[src/rtl/wt_pkg.sv]
package wt_pkg;

    // Width of the slow-tick-per-unit divider and of the calibration count
    localparam int unsigned WT_DIV_W = 16;

    typedef enum logic [1:0] {
        CAL_IDLE,
        CAL_WAIT_REF,
        CAL_MEASURE,
        CAL_APPLY
    } cal_state_e;

    typedef struct packed {
        logic                valid;
        logic [WT_DIV_W-1:0] div;
    } cal_result_t;

    // Scaled measurement, never zero so a unit always spans at least one tick
    function automatic logic [WT_DIV_W-1:0] scale_ticks(
        input logic [WT_DIV_W-1:0] ticks,
        input int unsigned         shift
    );
        logic [WT_DIV_W-1:0] s;
        s = ticks << shift;
        return (s == '0) ? WT_DIV_W'(1) : s;
    endfunction

endpackage

[src/rtl/wt_edge_sync.sv]
module wt_edge_sync #(
    parameter int unsigned STAGES = 2,
    parameter bit          EDGE   = 1'b1
) (
    input  logic clk,
    input  logic rst,
    input  logic d,
    output logic q
);

    logic stg [STAGES];

    for (genvar i = 0; i < STAGES; i++) begin : g_stage
        if (i == 0) begin : g_first
            always_ff @(posedge clk) begin
                if (rst) stg[0] <= 1'b0;
                else     stg[0] <= d;
            end
        end else begin : g_next
            always_ff @(posedge clk) begin
                if (rst) stg[i] <= 1'b0;
                else     stg[i] <= stg[i-1];
            end
        end
    end

    if (EDGE) begin : g_rise
        logic last;
        always_ff @(posedge clk) begin
            if (rst) last <= 1'b0;
            else     last <= stg[STAGES-1];
        end
        assign q = stg[STAGES-1] & ~last;
    end else begin : g_level
        assign q = stg[STAGES-1];
    end

endmodule

[src/rtl/wt_cal.sv]
module wt_cal
    import wt_pkg::*;
#(
    parameter int unsigned CAL_REF_EDGES   = 5000,
    parameter int unsigned DIV_SHIFT       = 1,
    parameter int unsigned CAL_EVERY_UNITS = 30000
) (
    input  logic        clk,
    input  logic        rst,
    input  logic        slow_tick,
    input  logic        ref_tick,
    input  logic        ref_ok,
    input  logic        unit_tick,
    input  logic        hold_off,
    output logic        busy,
    output cal_result_t result
);

    localparam int unsigned REF_CNT_W = $clog2(CAL_REF_EDGES + 1);
    localparam int unsigned IVL_W     = $clog2(CAL_EVERY_UNITS + 1);
    localparam logic [REF_CNT_W-1:0] REF_LAST = REF_CNT_W'(CAL_REF_EDGES - 1);
    localparam logic [IVL_W-1:0]     IVL_LAST = IVL_W'(CAL_EVERY_UNITS - 1);

    cal_state_e           state;
    logic                 pending;
    logic [REF_CNT_W-1:0] ref_cnt;
    logic [WT_DIV_W-1:0]  slow_cnt;
    logic [IVL_W-1:0]     ivl_cnt;

    always_ff @(posedge clk) begin
        if (rst) begin
            state    <= CAL_IDLE;
            pending  <= 1'b1;
            result   <= '{valid: 1'b0, div: WT_DIV_W'(1)};
            ref_cnt  <= '0;
            slow_cnt <= '0;
            ivl_cnt  <= '0;
        end else begin
            case (state)
                CAL_IDLE: begin
                    if (pending && !hold_off) begin
                        state   <= CAL_WAIT_REF;
                        pending <= 1'b0;
                    end else if (result.valid && !pending && unit_tick) begin
                        if (ivl_cnt == IVL_LAST) begin
                            pending <= 1'b1;
                            ivl_cnt <= '0;
                        end else begin
                            ivl_cnt <= ivl_cnt + 1'b1;
                        end
                    end
                end
                CAL_WAIT_REF: begin
                    if (ref_ok) begin
                        state    <= CAL_MEASURE;
                        ref_cnt  <= '0;
                        slow_cnt <= '0;
                    end
                end
                CAL_MEASURE: begin
                    if (slow_tick && (slow_cnt != '1)) slow_cnt <= slow_cnt + 1'b1;
                    if (ref_tick) begin
                        if (ref_cnt == REF_LAST) state <= CAL_APPLY;
                        else                     ref_cnt <= ref_cnt + 1'b1;
                    end
                end
                CAL_APPLY: begin
                    result.div   <= scale_ticks(slow_cnt, DIV_SHIFT);
                    result.valid <= 1'b1;
                    ivl_cnt      <= '0;
                    state        <= CAL_IDLE;
                end
                default: state <= CAL_IDLE;
            endcase
        end
    end

    assign busy = (state != CAL_IDLE);

endmodule

[src/rtl/wt_period.sv]
module wt_period
    import wt_pkg::*;
#(
    parameter int unsigned MANT_W = 8,
    parameter int unsigned EXP_W  = 5
) (
    input  logic                clk,
    input  logic                rst,
    input  logic                slow_tick,
    input  cal_result_t         cal,
    input  logic                tmr_en,
    input  logic [MANT_W-1:0]   per_mant,
    input  logic [EXP_W-1:0]    per_exp,
    output logic                unit_tick,
    output logic                wake
);

    localparam int unsigned PER_W = MANT_W + (1 << EXP_W) - 1;

    logic [MANT_W+EXP_W-1:0] prev_set;
    logic                    changed;
    logic [WT_DIV_W-1:0]     tick_cnt;
    logic [PER_W-1:0]        per_cnt;
    logic [MANT_W-1:0]       eff_mant;
    logic [PER_W-1:0]        target;
    logic                    unit_end;
    logic                    per_end;

    assign changed   = ({per_mant, per_exp} != prev_set);
    assign eff_mant  = (per_mant == '0) ? MANT_W'(1) : per_mant;
    assign target    = PER_W'(eff_mant) << per_exp;
    assign unit_end  = (tick_cnt >= (cal.div - 1'b1));
    assign unit_tick = cal.valid && !changed && slow_tick && unit_end;
    assign per_end   = (per_cnt == (target - 1'b1));

    always_ff @(posedge clk) begin
        if (rst) prev_set <= '0;
        else     prev_set <= {per_mant, per_exp};
    end

    // Slow ticks inside the current unit
    always_ff @(posedge clk) begin
        if (rst || !cal.valid || changed) begin
            tick_cnt <= '0;
        end else if (slow_tick) begin
            tick_cnt <= unit_end ? '0 : tick_cnt + 1'b1;
        end
    end

    // Units inside the current period
    always_ff @(posedge clk) begin
        if (rst || !tmr_en || changed || !cal.valid) begin
            per_cnt <= '0;
        end else if (unit_tick) begin
            per_cnt <= per_end ? '0 : per_cnt + 1'b1;
        end
    end

    always_ff @(posedge clk) begin
        if (rst) wake <= 1'b0;
        else     wake <= tmr_en && unit_tick && per_end;
    end

endmodule

[src/rtl/wt_duty.sv]
module wt_duty #(
    parameter int unsigned RXW_W = 8
) (
    input  logic             clk,
    input  logic             rst,
    input  logic             dc_en,
    input  logic             wake,
    input  logic             slow_tick,
    input  logic [RXW_W-1:0] rx_win,
    output logic             rx_open
);

    logic [RXW_W-1:0] win_cnt;
    logic [RXW_W-1:0] eff_win;

    assign eff_win = (rx_win == '0) ? RXW_W'(1) : rx_win;

    always_ff @(posedge clk) begin
        if (rst || !dc_en) begin
            rx_open <= 1'b0;
            win_cnt <= '0;
        end else if (wake) begin
            rx_open <= 1'b1;
            win_cnt <= '0;
        end else if (rx_open && slow_tick) begin
            if (win_cnt == (eff_win - 1'b1)) rx_open <= 1'b0;
            else                            win_cnt <= win_cnt + 1'b1;
        end
    end

endmodule

[src/rtl/wt_sequencer.sv]
module wt_sequencer
    import wt_pkg::*;
#(
    parameter int unsigned MANT_W          = 8,
    parameter int unsigned EXP_W           = 5,
    parameter int unsigned RXW_W           = 8,
    parameter int unsigned CAL_REF_EDGES   = 5000,
    parameter int unsigned DIV_SHIFT       = 1,
    parameter int unsigned CAL_EVERY_UNITS = 30000,
    parameter int unsigned SYNC_STAGES     = 2
) (
    input  logic              clk,
    input  logic              rst,
    input  logic              slow_clk,
    input  logic              ref_clk,
    input  logic              ref_ok,
    input  logic              tmr_en,
    input  logic              dc_en,
    input  logic [MANT_W-1:0] per_mant,
    input  logic [EXP_W-1:0]  per_exp,
    input  logic [RXW_W-1:0]  rx_win,
    output logic              wake_evt,
    output logic              ref_req,
    output logic              rx_en,
    output logic              cal_busy
);

    // Index 0: slow clock edge, 1: reference clock edge, 2: reference ready level
    localparam int unsigned N_ASYNC   = 3;
    localparam logic [2:0]  EDGE_MASK = 3'b011;

    logic        raw [N_ASYNC];
    logic        syn [N_ASYNC];
    cal_result_t cal_res;
    logic        unit_tick;
    logic        busy;
    logic        wake;
    logic        rx_open;

    assign raw[0] = slow_clk;
    assign raw[1] = ref_clk;
    assign raw[2] = ref_ok;

    for (genvar k = 0; k < N_ASYNC; k++) begin : g_sync
        wt_edge_sync #(
            .STAGES (SYNC_STAGES),
            .EDGE   (EDGE_MASK[k])
        ) i_sync (
            .clk (clk),
            .rst (rst),
            .d   (raw[k]),
            .q   (syn[k])
        );
    end

    wt_cal #(
        .CAL_REF_EDGES   (CAL_REF_EDGES),
        .DIV_SHIFT       (DIV_SHIFT),
        .CAL_EVERY_UNITS (CAL_EVERY_UNITS)
    ) i_cal (
        .clk       (clk),
        .rst       (rst),
        .slow_tick (syn[0]),
        .ref_tick  (syn[1]),
        .ref_ok    (syn[2]),
        .unit_tick (unit_tick),
        .hold_off  (rx_open || (wake && dc_en)),
        .busy      (busy),
        .result    (cal_res)
    );

    wt_period #(
        .MANT_W (MANT_W),
        .EXP_W  (EXP_W)
    ) i_period (
        .clk       (clk),
        .rst       (rst),
        .slow_tick (syn[0]),
        .cal       (cal_res),
        .tmr_en    (tmr_en),
        .per_mant  (per_mant),
        .per_exp   (per_exp),
        .unit_tick (unit_tick),
        .wake      (wake)
    );

    wt_duty #(
        .RXW_W (RXW_W)
    ) i_duty (
        .clk       (clk),
        .rst       (rst),
        .dc_en     (dc_en),
        .wake      (wake),
        .slow_tick (syn[0]),
        .rx_win    (rx_win),
        .rx_open   (rx_open)
    );

    assign wake_evt = wake;
    assign rx_en    = rx_open;
    assign cal_busy = busy;
    assign ref_req  = busy;

endmodule

[config.mk]
export PLATFORM = sky130hd
export DESIGN_NAME = wt_sequencer
export DESIGN_NICKNAME = d
export VERILOG_FILES = /design/src/rtl/wt_pkg.sv /design/src/rtl/wt_edge_sync.sv /design/src/rtl/wt_cal.sv /design/src/rtl/wt_period.sv /design/src/rtl/wt_duty.sv /design/src/rtl/wt_sequencer.sv
export SDC_FILE = /design/constraint.sdc
export NUM_CORES = 1
export LEC_CHECK = 0
export BUFFER_PORTS_ARGS = -buffer_cell sky130_fd_sc_hd__buf_2
export CORE_ASPECT_RATIO = 1.25
export CORE_MARGIN = 3
export CORE_UTILIZATION = 45
export CTS_CLUSTER_DIAMETER = 60
export CTS_CLUSTER_SIZE = 8
export DETAILED_ROUTE_END_ITERATION = 7
export PLACE_DENSITY = 0.61
export SLEW_MARGIN = 20
export SYNTH_ARGS = -nofsm -noshare
export SYNTH_HDL_FRONTEND = slang
export SYNTH_SLANG_ARGS = --single-unit
export TNS_END_PERCENT = 10
[constraint.sdc]
create_clock -name clk -period 5.2 [get_ports clk]
set_clock_uncertainty 0.05 [all_clocks]
set_input_delay 0.26 -clock clk [delete_from_list [all_inputs] [get_ports clk]]
set_output_delay 0.26 -clock clk [all_outputs]
set_load 0.01 [all_outputs]
* Yosys cells after proc, flatten, opt, wreduce, memory -nomap -nowiden
Memories as Yosys holds them, arrays and structs flattened. Cells that the tools add are included.
Cells by class: equal/unequal tests 17, reductions and logical operators 43, $lt $le $gt $ge 1, mux-type cells 36, $add $sub $neg 9, bitwise gates (word level) 11, shift operators 1
Operators with widths (number):
- $mux W16 | 4
- $mux W15 | 3
- $add A39 B1 Y39 const B | 1
- $eq A39 B39 Y1 | 1
- $mux W13 | 3
- $mux W39 | 1
- $shl A8 B5 Y39 | 1
- $sub A39 B1 Y39 const B | 1
- $add A16 B1 Y16 const B | 2
- $pmux W16 S2 | 1
- $pmux W15 S2 | 1
- $pmux W13 S2 | 1
- $ge A16 B16 Y1 | 1
- $logic_not A16 Y1 | 1
- $logic_not A8 Y1 | 2
- $mux W8 | 2
- $ne A16 B16 Y1 const B | 1
- $sub A16 B1 Y16 const B | 1
- $add A15 B1 Y15 const B | 1
- $eq A15 B15 Y1 const B | 1
- $mux W1 | 15
- $reduce_bool A2 Y1 | 7
- $add A13 B1 Y13 const B | 1
- $eq A13 B13 Y1 const B | 1
- 21 further kinds | 64
Word-level totals: memory bits (writable) 6, word-level logic and storage cells 136, input bits 28, output and inout port bits 4, memories kept 3, bits in registers 144
Memory list:
- g_sync[0].i_sync.stg | depth 2, bits a word 1, read ports 2, clocked after memory_dff 0, wr ports 2, line wt_edge_sync.sv:11 | logic stg [STAGES];
- g_sync[1].i_sync.stg | depth 2, bits a word 1, read ports 2, clocked after memory_dff 0, wr ports 2, line wt_edge_sync.sv:11
- g_sync[2].i_sync.stg | depth 2, bits a word 1, read ports 2, clocked after memory_dff 0, wr ports 2, line wt_edge_sync.sv:11

* Longest topological paths before layout
Gate-level depths: netlist of the first run.
depth in word-level cells 9, gate-level depth with buffers 18, mapped depth without buffers 17

* Modules after synthesis
A second synthesis of the first run with hierarchy kept.
Second synthesis, totals: cells, all modules 1370, area, all modules 10885.4 um2
Modules (own cells, without submodules):
- wt_period | sequential area each 1381.3 um2, cells an instance 860, area an instance 6608.8 um2, times used 1
- wt_cal | sequential area each 1281.2 um2, cells an instance 398, area an instance 3271.9 um2, times used 1
- wt_duty | sequential area each 180.2 um2, cells an instance 92, area an instance 762.0 um2, times used 1
- wt_edge_sync (g_sync[0].i_sync ...) | sequential area each 60.1 um2, cells an instance 7, area an instance 87.6 um2, times used 2
- wt_edge_sync (g_sync[2].i_sync) | sequential area each 40.0 um2, cells an instance 4, area an instance 52.6 um2, times used 1
- wt_sequencer | sequential area each 0.0 um2, cells an instance 2, area an instance 15.0 um2, times used 1

* Worst setup path before layout of the first run
Ideal clock, no wire load.
path kind input port to flip-flop, from input port per_exp[1], to register i_period.per_cnt[14], arrival 4.065 ns, stages 17, setup time 0.115 ns, data required time 5.035 ns, path slack 0.971 ns, path buffers 4, cells stage by stage buf_2 buf_4 buf_4 clkinv_1 nand2_1 or3_1 ha_1 o21ai_1 nor3b_1 nor4b_4 nand3_4 or4_1 a41oi_2 o2111ai_2 o311ai_4 buf_6 nor2_1
Between the ends: longest elaborated chain between the ends 5, elaborated cells on any way between the ends 11, those cells by class 1 x add/sub; 2 x eq/ne; 1 x shift; 1 x mux; 6 x reduce/logical
RTL lines:
- start: declaration | line wt_sequencer.sv:20 | input logic [EXP_W-1:0] per_exp,
- parallel branches: the longest is 5 deep, another holds $sub A39 B1 Y39
- end signal: assignment | line wt_period.sv:55 | per_cnt <= per_end ? '0 : per_cnt + 1'b1;
- end: declaration | line wt_period.sv:23 | logic [PER_W-1:0] per_cnt;
Parallel ways; which one is timed is not known. A chain may end at the register's enable or synchronous reset.

* Final worst setup path of the first run
from register i_cal.result[2] (netlist bit), to register i_period.per_cnt[34]
Between the ends: longest elaborated chain between the ends 3
RTL lines:
- start: declaration | line wt_cal.sv:16 | output cal_result_t result
- start signal: assignment | line wt_cal.sv:34 | result <= '{valid: 1'b0, div: WT_DIV_W'(1)};
- $sub A16 B1 Y16 | line wt_period.sv:32 | assign unit_end = (tick_cnt >= (cal.div - 1'b1));
- $ge A16 B16 Y1 | line wt_period.sv:32
- $logic_and A1 B1 Y1 | line wt_period.sv:33 | assign unit_tick = cal.valid && !changed && slow_tick && unit_end;
No other way between the ends.

==> flow_summary.json, run 1 <==
{
  "start_util_pct": 46.5,
  "io_pins": 32,
  "cp_top_family": "simple AND/OR/NAND/NOR gates",
  "rsz0062_at_grt": "no",
  "crit_top_cell": "nor4_1",
  "cp_max_fo": 15,
  "dp_cells": 1556,
  "net-switching-power_mw": 1.03,
  "met3_usage_pct": 3.55,
  "multi_input_area_um2": 6800,
  "overflow": 0,
  "cp.arrival_ps": 4730,
  "worstMarginPinSlew_ps": 989,
  "regArea_um2": 3000,
  "synthCells": 1287,
  "cts.sinks": 150,
  "crit_path_end_kind": "register",
  "avgRoutedWirePerCell_um": 17.2,
  "hold_start": "dc_en",
  "clk_latency_ps": 440,
  "final_cells": 1591,
  "htreeDepth": 4,
  "ys_ff_latch": 150,
  "maxSlewViolCount": 0,
  "cts_made_buffers": 17,
  "clkPwrFrac_pct": 40.8,
  "drive_above_1_share_pct": 9.53,
  "grt_pass1_wl_um": 45500,
  "synth_warnings": 0,
  "antenna_cells": 0,
  "grtUsageMet1_pct": 27.2,
  "finalHoldViolations": 0,
  "syn_nets": 1345,
  "drc": 0,
  "outcome": "complete, no violations",
  "layout.nets": 1357,
  "maxCapViolCount": 0,
  "routed_wl_um": 27300,
  "power_density_nw_per_um2": 277,
  "hp-class": "input pin to register",
  "die_w_um": 141,
  "drtPass1Iterations": 5,
  "clockBufferDepth": 2,
  "ys.flop_type": "dfxtp_1",
  "cts_root_buf": "clkbuf_16",
  "die_h_um": 174,
  "async_reset_ff_share_pct": 0,
  "die_area_um2": 24500,
  "portBuffers": 31,
  "slowest_delay_ps": 720,
  "busiest_layer": "met2",
  "post-route-period-util_pct": 85.6,
  "ir_drop_v": 0.000238,
  "fmax_mhz": 225,
  "crit_chain": "nor3_1 -> nand2b_1 -> nor4_1 -> nand2_1 -> or2_2 -> nor4_1 -> xnor2_1 -> ha_1 -> a21o_1 -> a211o_1 -> a31oi_1 -> nor2_1 -> nand4_1 -> or3_1 -> nor4_1 -> xnor2_1 -> nor2_1",
  "final_cell_mix": "nor2_1, dfxtp_1, nand2_1, xnor2_1, xor2_1",
  "core_area_um2": 21900,
  "setup-tns-final_ps": 0,
  "setup.worst_path.start": "i_cal.result[2]",
  "grt_pass1_vias": 8950,
  "p_comb_share_pct": 20.6,
  "p_sw_share_pct": 33.3,
  "finalCriticalPeriod_ps": 4450,
  "num_vias": 9234,
  "drtIter0Drc": 615,
  "p_int_mw": 2.07,
  "netlist_area_um2": 10200,
  "area.growth.synth_to_final_pct": 9.81,
  "fillers": 2138,
  "synth_cell_types": 92,
  "critPathLaunchType": "register",
  "antenna_found_initial": 0,
  "crit_buf_inv": 0,
  "synth_edf_count": 0,
  "met2_usage_pct": 38.8,
  "gp_congestion": 0.982,
  "cp.required_ps": 5470,
  "grt_max_degree": 38,
  "crit_slowest_cell": "or3_1",
  "ys_seq_area_share_pct": 29.5,
  "dp_hpwl_um": 20600,
  "p_leak_nw": 3.97,
  "rr_startpoint": "i_cal.result[2]",
  "via_per_inst": 5.80,
  "fin_total_pwr_mw": 3.10,
  "cts_tree": "yes",
  "num_rows": 60,
  "track_usage_pct": 22.6,
  "p_seq_share_pct": 38.6,
  "cts.repair.resized": 0,
  "postSynthAreaPerCell_um2": 7.92,
  "slew_headroom_pct": 34.1,
  "cts.clk_slew.worst_paths_ps": 70,
  "mostFrequentLayoutCell": "nor2_1",
  "setup_viol": 0,
  "antenna_left": 0,
  "crit_type": "register to register"
}
[path summary, 6_finish.rpt]
check | endpoint | slack [ps] | depth (start not counted)
min reg2reg | g_sync[1].i_sync.stg[1] | 390 | 1
max reg2reg | i_period.per_cnt[34] | 750 | 17
min | i_duty.rx_open | 60 | 3
max | i_period.per_cnt[34] | 750 | 17
[sequential cells by signal (all words and copies together) (netlist names), 2 cells and up]
signal	flops
i_cal.ivl_cnt	15
i_period.tick_cnt	16
g_sync.i_sync.g_rise.last	2
i_duty.win_cnt	8
i_period.prev_set	13
g_sync.i_sync.stg	6
i_cal.ref_cnt	13
i_cal.slow_cnt	16
i_period.per_cnt	39
i_cal.result	17
i_cal.state	2
[routing by layer]
layer,vias up,wire [um]
met2,287,13300
met3,84,1230
met5,-,0
met1,4302,11400
met4,0,1450
li1,4561,-
[layout make-up]
| class | instances | share of cell area (%) |
|---|---|---|
| clock buffers | 17 | 3.80 |
| multi-input cells | 1051 | 60.8 |
| clock inverters | 15 | 1.69 |
| flip-flops and latches | 150 | 26.8 |
| well taps | 279 | 3.12 |
| inverters | 31 | 1.04 |
| repair buffers | 48 | 2.71 |
[power by group through the flow]
| stage | logic [mW] | registers (mW) | clock network [mW] |
|---|---|---|---|
| 3_3_place_gp | 0.626 | 1.22 | 0 |
| 6_report | 0.637 | 1.20 | 1.26 |
| 4_1_cts | 0.633 | 1.20 | 1.30 |
| 5_1_grt | 0.704 | 1.20 | 1.34 |
| 2_1_floorplan | 0.470 | 1.22 | 0 |
| 3_5_place_dp | 0.628 | 1.22 | 0 |
[kinds of logic (layout without fill, tap and decap cells)]
kind of cell	after synthesis	in the layout	share of synthesized area, %
adder cells (fa/ha/maj)	30	30	3.68
flip-flops	150	150	29.5
XOR/XNOR	169	169	14.5
buffers and inverters	86	111	3.76
AND/OR/NAND/NOR	618	618	30.9
AO/OA/AOI/OAI	202	202	13.9
multiplexers	32	32	3.71
[synthesized netlist by cell type, types with 7 or more instances]
cell	count	area, um2
dfxtp_1	150	3000
nor3_1	37	185
nand4_1	20	125
nand3_1	67	335
a22oi_1	8	60.1
xnor2_1	96	841
clkbuf_1	32	120
or4_1	8	60.1
and2_1	11	68.8
ha_1	30	375
o21ai_0	42	210
nand2b_1	20	125
or3_1	15	93.8
o22ai_1	9	56.3
and3_1	31	194
or2_2	14	87.6
a21oi_1	50	250
mux2i_1	22	220
buf_2	9	45.0
o211ai_1	10	75.1
xor2_1	73	639
a21o_1	9	67.6
a31oi_1	7	43.8
nand2_1	98	368
nand3b_1	7	52.6
inv_1	29	109
nor4_1	18	113
nor2_1	200	751
nor2b_1	33	206
[worst reg2reg max path, cell delays in order (launching register included)]
cell	delay (ps)
dfxtp_1	360
nor3_1	260
nand2b_1	140
nor4_1	280
nand2_1	140
or2_2	320
nor4_1	240
xnor2_1	130
ha_1	310
a21o_1	110
a211o_1	140
a31oi_1	50
nor2_1	270
nand4_1	230
or3_1	720
nor4_1	390
xnor2_1	160
nor2_1	50
[per-stage QoR]
step | setup slack [ps] | hold WS, ps | util, % | area, um2
3_5_place_dp | 325 | 383 | 48.1 | 10500
3_3_place_gp | 437 | 373 | 48.1 | 10500
4_1_cts | 671 | 40.2 | 51.0 | 11200
5_1_grt | 159 | 73.4 | 51.0 | 11200
6_report | 748 | 56.7 | 51.0 | 11200
2_1_floorplan | 971 | 338 | - | 10200
[what timing repair did]
| action | CTS | global route |
|---|---|---|
| hold buffers | 3 | 0 |
| setup buffers | 0 | 0 |
| hold endpoints to repair | 3 | 0 |
Note: power is estimated with default switching activity, not from simulation.
==> run 2: changes to the inputs <==
--- a/config.mk
+++ b/config.mk
@@ -9,12 +9,13 @@
 export CORE_ASPECT_RATIO = 1.25
 export CORE_MARGIN = 3
 export CORE_UTILIZATION = 45
+export CTS_BUF_LIST = sky130_fd_sc_hd__clkbuf_4 sky130_fd_sc_hd__clkbuf_8
 export CTS_CLUSTER_DIAMETER = 60
-export CTS_CLUSTER_SIZE = 8
 export DETAILED_ROUTE_END_ITERATION = 7
 export PLACE_DENSITY = 0.61
 export SLEW_MARGIN = 20
 export SYNTH_ARGS = -nofsm -noshare
 export SYNTH_HDL_FRONTEND = slang
+export SYNTH_HIERARCHICAL = 1
 export SYNTH_SLANG_ARGS = --single-unit
 export TNS_END_PERCENT = 10
==> run 2 against run 1 <==
Via count grew 9.9%. Largest power group is now registers. Sequential power is essentially flat. Register-to-register slack gained 90 ps. Area after synthesis grew 6.8%. Worst hold slack gained 38 ps. Flip-flop and latch count is the same. Final cell count grew 7.0%. Largest cell class unchanged.
==> flow_summary.json, run 2 <==
{
  "outcome": "complete, no violations",
  "rsz0062_at_grt": "no",
  "grt_pass1_wl_um": 49300,
  "cp.arrival_ps": 4780,
  "overflow": 0,
  "rrSetupSlack_ps": 840,
  "io_pins": 32,
  "htreeDepth": 4,
  "min_path_cells": 2,
  "hold_end": "i_period/prev_set[5]",
  "grt_max_degree": 62,
  "avgRoutedWirePerCell_um": 17.5,
  "rr_startpoint": "i_cal/result[4]",
  "synth_edf_count": 0,
  "critPathLaunchType": "input pin",
  "ir_drop_v": 0.000151,
  "core_area_um2": 23700,
  "synthTopCellsByArea": "dfxtp_1, xnor2_1, nor2_1",
  "num_rows": 63,
  "largest_reg_flops": 39,
  "routed_wl_um": 29800,
  "synth_mux_area_share_pct": 5.10,
  "die_h_um": 180,
  "maxCapViolCount": 0,
  "cts.clk_slew.worst_paths_ps": 100,
  "finalCriticalPeriod_ps": 4430,
  "fmax_mhz": 226,
  "num_vias": 10200,
  "synth_top_family_by_area": "simple AND/OR/NAND/NOR gates",
  "p_leak_nw": 3.93,
  "synth_warnings": 6,
  "maxSlewViolCount": 0,
  "cp_max_fo": 40,
  "cts.sinks": 150,
  "gp_congestion": 0.997,
  "synth_top_area_cell": "dfxtp_1",
  "ys.flop_type": "dfxtp_1",
  "crit_type": "input pin to register",
  "cts_made_buffers": 17,
  "worstRegToRegCells": 15,
  "antenna_cells": 0,
  "post-route-period-util_pct": 85.1,
  "final_util_pct": 49.0,
  "power_density_nw_per_um2": 246,
  "layout.nets": 1422,
  "syn_nets": 1428,
  "cp.required_ps": 5560,
  "worstMarginPinSlew_ps": 958,
  "finalHoldViolations": 0,
  "area.growth.synth_to_final_pct": 6.87,
  "synth_simple_gate_area_share_pct": 31.0,
  "drtPass1Iterations": 6,
  "antenna_left": 0,
  "grt_pass1_vias": 9671,
  "hold_start": "per_mant[0]",
  "portBuffers": 31,
  "clk_latency_ps": 470,
  "setup_viol": 0,
  "ys_seq_area_share_pct": 27.6,
  "crit_chain": "buf_2 -> mux2_2 -> a31oi_2 -> or2_2 -> ha_1 -> o21ai_0 -> nor2_1 -> and3_1 -> nand4_2 -> or4_1 -> a22o_1 -> nand4b_4 -> nor4_4 -> buf_12 -> and3b_1",
  "antenna_found_initial": 0,
  "crit_path_end_kind": "register",
  "post-synth-top-area-fraction_pct": 27.6,
  "synthXorXnorAreaFrac_pct": 11.3,
  "dp_hpwl_um": 21900,
  "preCtsSetupSlack_ps": 396,
  "synth_fa_ha_area_share_pct": 3.45,
  "synth_cell_types": 95,
  "ys_top_cells_by_count": "dfxtp_1, nor2_1, nand2_1",
  "clockBufferDepth": 2,
  "cts_tree": "yes",
  "drc": 0,
  "reg_top3": "i_period/per_cnt: 39 flops, i_cal/result: 17 flops",
  "via_per_inst": 5.96,
  "crit_slowest_cell": "or4_1",
  "cts_root_buf": "clkbuf_8",
  "synth_compound_area_share_pct": 17.1,
  "hp-class": "input pin to register",
  "drive_above_1_share_pct": 9.51,
  "start_util_pct": 45.9,
  "postSynthAreaPerCell_um2": 7.95,
  "die_area_um2": 26100,
  "track_usage_pct": 22.5,
  "slowest_delay_ps": 570,
  "final_cell_mix": "dfxtp_1, nor2_1, nand2_1, xnor2_1, nor3_1",
  "drtIter0Drc": 698,
  "slew_headroom_pct": 36.1,
  "top_register": "i_period/per_cnt",
  "worst_slack_ps": 775,
  "ys_ff_latch": 150,
  "synth_most_common_cell": "dfxtp_1",
  "mostFrequentLayoutCell": "dfxtp_1",
  "die_w_um": 145,
  "async_reset_ff_share_pct": 0,
  "setup-tns-final_ps": 0,
  "synthCells": 1370,
  "reg2reg_to": "i_cal/ivl_cnt[11]",
  "netlist_area_um2": 10900
}
==> run 2: per-layer routing <==
metal  share of wire [%]  GRT usage, %  vias to the layer above
li1                    -             -                     5005
met1                  42          26.6                     4773
met2                  50          39.8                      268
met3                 3.6          2.98                      106
met4                 4.9          11.3                        0
met5                   0             0                        -
==> run 2: worst max-delay path by stage <==
stage,cells after the start,to,startpoint,slack (ps)
floorplan,16,i_period/per_cnt[0],per_exp[0],1390
global placement,15,i_period/wake,per_exp[0],460
detailed placement,15,i_period/wake,per_exp[0],400
CTS,15,i_cal/ivl_cnt[11],i_cal/result[4],830
global route,15,i_cal/ivl_cnt[11],i_cal/result[4],310
finish,15,i_period/wake,per_exp[0],770
==> run 2: cell type report <==
type	count	area, um2
fillers	2397	12100
clock buffers	17	234
well taps	325	407
flip-flops and latches	150	3000
clock inverters	15	181
repair buffers	47	300
multi-input cells	1115	7380
inverters	33	124
==> run 2: kinds of logic (layout without fill, tap and decap cells) <==
| family | Yosys count | in the layout |
|---|---|---|
| muxes | 48 | 48 |
| AOI/OAI and AO/OA | 265 | 265 |
| adders and majority gates | 30 | 30 |
| DFF | 150 | 150 |
| buffers and inverters | 105 | 112 |
| xor gates and xnor gates | 140 | 140 |
| and+or+nand+nor | 632 | 632 |
==> run 2: per-stage QoR <==
step | total power [mW] | cell area [um2] | std cells | hold WS [ps]
final | 2.87 | 11600 | 1702 | 94.4
after global routing | 3.03 | 11600 | 1702 | 65.3
after CTS | 2.89 | 11600 | 1702 | 55.8
after detailed placement | 1.96 | 11200 | 1665 | 378
after global placement | 1.95 | 11200 | 1665 | 377
after floorplan | 1.79 | 10900 | 1370 | 282
==> run 2: timing repair <==
item,4_1_cts,5_1_grt
hold buffers,5,0
gates resized for setup,0,0
endpoints found under the hold margin,5,0
setup buffers,0,0
==> run 2: power breakdown <==
| group | internal, mW | total (mW) | switching (mW) |
|---|---|---|---|
| Clock | 0.370 | 0.924 | 0.554 |
| Sequential | 1.17 | 1.19 | 0.0166 |
| Combinational | 0.285 | 0.755 | 0.470 |
==> run 2: worst max-delay path: cells and delay by family <==
family	cells	cell delay, ps
simple gates	8	2240
buf+inv	2	790
compound gates	3	820
fa+ha+maj	1	190
mux	1	450
